$ cat config.mk
export PLATFORM = sky130hd
export DESIGN_NAME = eos_status_reg
export DESIGN_NICKNAME = d
export VERILOG_FILES = /design/src/rtl/eos_pkg.sv /design/src/rtl/eos_op_tracker.sv /design/src/rtl/eos_err_flags.sv /design/src/rtl/eos_status_reg.sv
export SDC_FILE = /design/constraint.sdc
export NUM_CORES = 1
export LEC_CHECK = 0
export ABC_AREA = 1
export BUFFER_PORTS_ARGS = -buffer_cell sky130_fd_sc_hd__buf_2
export CAP_MARGIN = 0
export CORE_UTILIZATION = 48
export CTS_CLUSTER_DIAMETER = 200
export DETAILED_ROUTE_END_ITERATION = 6
export PLACE_DENSITY = 0.77
export SLEW_MARGIN = 15
export SYNTH_ARGS = -nofsm -noshare
export SYNTH_HDL_FRONTEND = slang
export SYNTH_SLANG_ARGS = --single-unit
export TNS_END_PERCENT = 30
$ cat constraint.sdc
create_clock -name clk -period 1.5 [get_ports clk]
set_input_delay 0.15 -clock clk [delete_from_list [all_inputs] [get_ports clk]]
set_output_delay 0.15 -clock clk [all_outputs]
set_load 0.02 [all_outputs]
$ cat src/rtl/eos_pkg.sv
package eos_pkg;
  localparam int STATUS_W = 16;
  localparam int BIT_READY = 7;
  localparam int BIT_ESUSP = 6;
  localparam int BIT_EFAIL = 5;
  localparam int BIT_PFAIL = 4;
  localparam int BIT_WBAB  = 3;
  localparam int BIT_PSUSP = 2;
  localparam int BIT_LOCK  = 1;

  localparam logic KIND_PROG  = 1'b0;
  localparam logic KIND_ERASE = 1'b1;

  typedef enum logic [1:0] {
    PEND_NONE  = 2'd0,
    PEND_ERASE = 2'd1,
    PEND_PROG  = 2'd2
  } pend_t;
endpackage

$ cat src/rtl/eos_op_tracker.sv
module eos_op_tracker
  import eos_pkg::*;
#(
  parameter int SECT_W = 4
) (
  input  logic              clk,
  input  logic              rst,
  input  logic              warm_rst_i,
  input  logic              op_start_i,
  input  logic              op_kind_i,
  input  logic [SECT_W-1:0] op_sector_i,
  input  logic              op_done_i,
  input  logic              susp_ack_i,
  input  logic              cmd_erase_susp_i,
  input  logic              cmd_erase_resume_i,
  input  logic              cmd_prog_susp_i,
  input  logic              cmd_prog_resume_i,
  output logic              ready_o,
  output logic              esusp_o,
  output logic              psusp_o,
  output logic              done_evt_o,
  output logic              done_kind_o,
  output logic              forced_fail_o
);
  logic              ready_q, esusp_q, psusp_q, kind_q, forced_q;
  logic [SECT_W-1:0] sect_q, ssect_q;
  pend_t             pend_q;
  logic              ack_take;

  // An acknowledge only counts when a suspend request is pending.
  assign ack_take = !ready_q && susp_ack_i && (pend_q != PEND_NONE);

  always_ff @(posedge clk) begin
    if (rst || warm_rst_i) begin
      ready_q  <= 1'b1;
      esusp_q  <= 1'b0;
      psusp_q  <= 1'b0;
      kind_q   <= KIND_PROG;
      forced_q <= 1'b0;
      sect_q   <= '0;
      ssect_q  <= '0;
      pend_q   <= PEND_NONE;
    end else begin
      if (op_start_i && ready_q) begin
        ready_q  <= 1'b0;
        kind_q   <= op_kind_i;
        sect_q   <= op_sector_i;
        // A program on the sector of a suspended erase must fail.
        forced_q <= (op_kind_i == KIND_PROG) && esusp_q && (op_sector_i == ssect_q);
      end else if (ack_take) begin
        ready_q <= 1'b1;
        if (pend_q == PEND_ERASE) begin
          esusp_q <= 1'b1;
          ssect_q <= sect_q;
        end else begin
          psusp_q <= 1'b1;
        end
        pend_q <= PEND_NONE;
      end else if (!ready_q && op_done_i) begin
        ready_q <= 1'b1;
        pend_q  <= PEND_NONE;
      end else if (ready_q && cmd_erase_resume_i && esusp_q) begin
        esusp_q  <= 1'b0;
        ready_q  <= 1'b0;
        kind_q   <= KIND_ERASE;
        sect_q   <= ssect_q;
        forced_q <= 1'b0;
      end else if (ready_q && cmd_prog_resume_i && psusp_q) begin
        psusp_q <= 1'b0;
        ready_q <= 1'b0;
        kind_q  <= KIND_PROG;
      end
      if (!ready_q && pend_q == PEND_NONE && !op_done_i && !susp_ack_i) begin
        if (cmd_erase_susp_i && kind_q == KIND_ERASE) pend_q <= PEND_ERASE;
        else if (cmd_prog_susp_i && kind_q == KIND_PROG) pend_q <= PEND_PROG;
      end
    end
  end

  assign ready_o       = ready_q;
  assign esusp_o       = esusp_q;
  assign psusp_o       = psusp_q;
  assign done_evt_o    = !ready_q && op_done_i && !ack_take;
  assign done_kind_o   = kind_q;
  assign forced_fail_o = forced_q;
endmodule

$ cat src/rtl/eos_err_flags.sv
module eos_err_flags
  import eos_pkg::*;
(
  input  logic clk,
  input  logic rst,
  input  logic warm_rst_i,
  input  logic done_evt_i,
  input  logic done_kind_i,
  input  logic forced_fail_i,
  input  logic op_fail_i,
  input  logic wb_abort_i,
  input  logic lock_fail_i,
  input  logic clr_i,
  output logic efail_o,
  output logic pfail_o,
  output logic wbab_o,
  output logic lock_o
);
  logic efail_q, pfail_q, wbab_q, lock_q;

  always_ff @(posedge clk) begin
    if (rst || warm_rst_i) begin
      efail_q <= 1'b0;
      pfail_q <= 1'b0;
      wbab_q  <= 1'b0;
      lock_q  <= 1'b0;
    end else begin
      if (clr_i) begin
        efail_q <= 1'b0;
        pfail_q <= 1'b0;
        wbab_q  <= 1'b0;
        lock_q  <= 1'b0;
      end
      // A completion on the same cycle overrides the clear.
      if (done_evt_i) begin
        lock_q <= lock_fail_i;
        if (done_kind_i == KIND_PROG) begin
          pfail_q <= op_fail_i || forced_fail_i;
          wbab_q  <= wb_abort_i;
        end else begin
          efail_q <= op_fail_i;
        end
      end
    end
  end

  assign efail_o = efail_q;
  assign pfail_o = pfail_q;
  assign wbab_o  = wbab_q;
  assign lock_o  = lock_q;
endmodule

$ cat src/rtl/eos_status_reg.sv
module eos_status_reg
  import eos_pkg::*;
#(
  parameter int SECT_W = 4
) (
  input  logic                clk,
  input  logic                rst,
  input  logic                warm_rst_i,
  input  logic                op_start_i,
  input  logic                op_kind_i,
  input  logic [SECT_W-1:0]   op_sector_i,
  input  logic                op_done_i,
  input  logic                op_fail_i,
  input  logic                wb_abort_i,
  input  logic                lock_fail_i,
  input  logic                susp_ack_i,
  input  logic                cmd_clear_i,
  input  logic                cmd_reset_i,
  input  logic                cmd_erase_susp_i,
  input  logic                cmd_erase_resume_i,
  input  logic                cmd_prog_susp_i,
  input  logic                cmd_prog_resume_i,
  output logic [STATUS_W-1:0] status_o
);
  logic ready, esusp, psusp, done_evt, done_kind, forced;
  logic efail, pfail, wbab, lock;

  eos_op_tracker #(.SECT_W(SECT_W)) i_track (
    .clk(clk), .rst(rst), .warm_rst_i(warm_rst_i),
    .op_start_i(op_start_i), .op_kind_i(op_kind_i), .op_sector_i(op_sector_i),
    .op_done_i(op_done_i), .susp_ack_i(susp_ack_i),
    .cmd_erase_susp_i(cmd_erase_susp_i), .cmd_erase_resume_i(cmd_erase_resume_i),
    .cmd_prog_susp_i(cmd_prog_susp_i), .cmd_prog_resume_i(cmd_prog_resume_i),
    .ready_o(ready), .esusp_o(esusp), .psusp_o(psusp),
    .done_evt_o(done_evt), .done_kind_o(done_kind), .forced_fail_o(forced)
  );

  eos_err_flags i_err (
    .clk(clk), .rst(rst), .warm_rst_i(warm_rst_i),
    .done_evt_i(done_evt), .done_kind_i(done_kind), .forced_fail_i(forced),
    .op_fail_i(op_fail_i), .wb_abort_i(wb_abort_i), .lock_fail_i(lock_fail_i),
    .clr_i(cmd_clear_i || cmd_reset_i),
    .efail_o(efail), .pfail_o(pfail), .wbab_o(wbab), .lock_o(lock)
  );

  always_comb begin
    status_o            = '0;
    status_o[BIT_READY] = ready;
    // Flags are only shown while the device is ready.
    status_o[BIT_ESUSP] = ready && esusp;
    status_o[BIT_EFAIL] = ready && efail;
    status_o[BIT_PFAIL] = ready && pfail;
    status_o[BIT_WBAB]  = ready && wbab;
    status_o[BIT_PSUSP] = ready && psusp;
    status_o[BIT_LOCK]  = ready && lock;
  end
endmodule

==> impl_metrics.yaml <==
final_layout:
  utilization_pct: 58.3
  layout.nets: 200
  nFillCells: 202
  fin_area_um2: 1170
  drive_gt1_share_pct: 20.7
  n_antenna_cell: 0
  syn_to_final_growth_pct: 12.8
clock_network:
  clk_latency_ns: 0.29
  clk_pin_slew_ns: 0.10
  cts_root_buf: "clkbuf_4"
  cts-hold-fix-buffers: 0
  clk_path_buf_depth: 2
  cts_resized: 0
  htreeDepth: 1
  post_cts_buffers: 0
  cts_buffers: 3
  cts.sinks: 19
  cts_tree: "done"
timing:
  finalSetupViolations: 0
  max_clock_freq_ghz: 0.724
  fin_skew_ns: 0.00328
  rsz0062_at_grt: "false"
  finalHoldViolCount: 0
  final.min_clock_period_ns: 1.38
  setup-tns-final_ns: 0
  finalMaxSlewViolations: 0
  period_share_pct: 92.0
route:
  wl_met2_um: 1030
  maxUsedRoutingLayer: "met4"
  dr_total_vias: 1009
  post_drt_wl_per_cell_um: 10.1
  routed_wl_um: 2090
  viasPerCell: 4.90
  drt-met1-wl_um: 933
  wl_met3_um: 84
  dr.pass1.iters: 4
  ant_nets: 0
  drt_iter0_drc: 27
  drcViolationCount: 0
die:
  die_h_um: 48.4
  core-area_um2: 2000
  rows: 16
  start_util_pct: 51.7
  die_w_um: 48.4
  ios: 36
  die_area_um2: 2350
grt:
  antenna_found_initial: 0
  grt.overflow.total: 0
  grt_use_total_pct: 19.9
  grt_pass1_wl_um: 3700
  grt_pass1_vias: 917
  grt_max_degree: 17
synth:
  ys_top_cells_by_area: "dfxtp_1 37%, nand2_1 9.8%, inv_1 8.7%, buf_4 7.3%, o21ai_0 6.3%"
  synth-async-reset-ratio_pct: 0
  synthAdderAreaFrac_pct: 0
  ys_seq_area_share_pct: 36.8
  synth.ff_latch_count: 19
  yosys.area.top_type_share_pct: 36.8
  synth_flop_cell: "dfxtp_1"
  synth_top_family_by_area: "simple AND/OR/NAND/NOR gates"
  ys.warnings.count: 0
  synth-compound-area-share_pct: 15.5
  synthCells: 152
  netlist_area_um2: 1030
  avgSynthCellArea_um2: 6.81
  synth_xor_area_share_pct: 2.54
  synth_edf_count: 0
  yosys.area_share.simple_pct: 25.9
  synth_mux_area_share_pct: 0
  yosys.area.top_type: "dfxtp_1"
  synth.distinct_cells: 23
placed_design:
  io_buffer_count: 26
  dpl-instance-area_um2: 1140
  dpl.hpwl_um: 1620
  place.gp.congestion: 0.813
worst_setup_path:
  cp.required_ns: 1.70
  path_class: "reg -> reg"
  startpoint_type: "flop"
  cp.arrival_ns: 1.58
  crit_path_end_kind: "flop"
  critPathMaxFanout: 11
job:
  maxCapViolations: 0
run_status:
  status: "finished, final reports clean"
min_path:
  worstHoldPathType: "in -> reg"
power_and_ir_drop:
  p_per_area_nw_per_um2: 772
  p_leak_nw: 0.592
  peakVddDrop_v: 0.000488
## state kept, by name (all words and copies together) (netlist names)
| signal | flops |
|---|---|
| i_track.done_kind_o | 1 |
| i_err.efail_o | 1 |
| i_track.forced_fail_o | 1 |
| i_err.pfail_o | 1 |
| i_track.ssect_q | 4 |
| i_track.ready_o | 1 |
| i_err.lock_o | 1 |
| i_track.pend_q | 2 |
| i_err.wbab_o | 1 |
| i_track.esusp_o | 1 |
| i_track.sect_q | 4 |
| i_track.psusp_o | 1 |
## cell usage after synthesis (2+ instances only)
cell / number
nand2_1: 27
xor2_1: 3
dfxtp_1: 19
buf_6: 2
o21ai_0: 13
buf_4: 10
a31oi_1: 4
nor2_1: 17
a21oi_1: 10
nor2_2: 2
inv_1: 24
nand4_1: 2
nand3_1: 8
o211ai_1: 2
## layer usage
metal  up-vias  global-route usage (%)
li1        517                       -
met1       457                    23.9
met2        30                    35.4
met3         5                    3.46
met4         0                    7.35
met5         -                       0
## layout make-up
type | instances | area [um^2] | share of cell area (%)
multi-input cells | 103 | 488 | 41.8
flip-flops and latches | 19 | 380 | 32.6
well taps | 27 | 33.8 | 2.89
repair buffers | 28 | 145 | 12.4
inverters | 25 | 93.8 | 8.04
clock buffers | 4 | 26.3 | 2.25
## per-stage QoR
stage          worst slack (ns)  std cells  total power [mW]  hold slack (ns)
2_1_floorplan             0.378        160             0.635            0.310
3_3_place_gp              0.133        202             0.653            0.411
3_5_place_dp              0.125        202             0.656            0.423
4_1_cts                   0.108        206             0.910            0.109
5_1_grt                 0.00376        206             0.952            0.127
6_report                  0.120        206             0.901            0.110
## layout by cell type (no fill, tap or decap)
| master | count |
|---|---|
| a21oi_1 | 10 |
| a31oi_1 | 4 |
| buf_2 | 26 |
| buf_4 | 2 |
| clkbuf_1 | 1 |
| clkbuf_4 | 3 |
| conb_1 | 9 |
| dfxtp_1 | 19 |
| inv_1 | 24 |
| inv_2 | 1 |
| nand2_1 | 27 |
| nand2_2 | 1 |
| nand2_4 | 1 |
| nand3_1 | 8 |
| nand4_1 | 2 |
| nor2_1 | 17 |
| nor2_2 | 2 |
| nor3_1 | 1 |
| nor4_1 | 1 |
| o211ai_1 | 2 |
| o21ai_0 | 13 |
| o21ai_1 | 1 |
| or2_4 | 1 |
| xor2_1 | 3 |
## logic make-up (layout without fill, tap and decap cells)
kind of cell           count (synthesis)  in the layout
AND/OR/NAND/NOR                       61             61
buffers and inverters                 38             57
AO/OA/AOI/OAI                         30             30
flip-flops                            19             19
XOR/XNOR                               3              3
other                                  1              9
## report_power, final
group          leakage [nW]  internal [mW]  switching (mW)
sequential            0.154          0.514         0.00532
combinational         0.423         0.0430          0.0836
clock                0.0150          0.104           0.153
total                 0.592          0.660           0.241
## critical path, cell delays in order, from the launching register on
cell	delay, ns
dfxtp_1	0.33
buf_4	0.18
inv_1	0.08
nand2_1	0.06
nor2_2	0.24
inv_1	0.15
o21ai_0	0.18
a21oi_1	0.06
## final timing paths
check | start | to | slack [ns] | depth (start not counted)
worst min register to register | i_err.wbab_o | i_err.wbab_o | 0.47 | 2
worst max-delay path | i_track.ready_o | i_track.ssect_q[1] | 0.12 | 7
worst max register to register | i_track.ready_o | i_track.ssect_q[1] | 0.12 | 7
worst min-delay path | wb_abort_i | i_err.wbab_o | 0.11 | 3
Note: power is estimated with default switching activity, not from simulation.
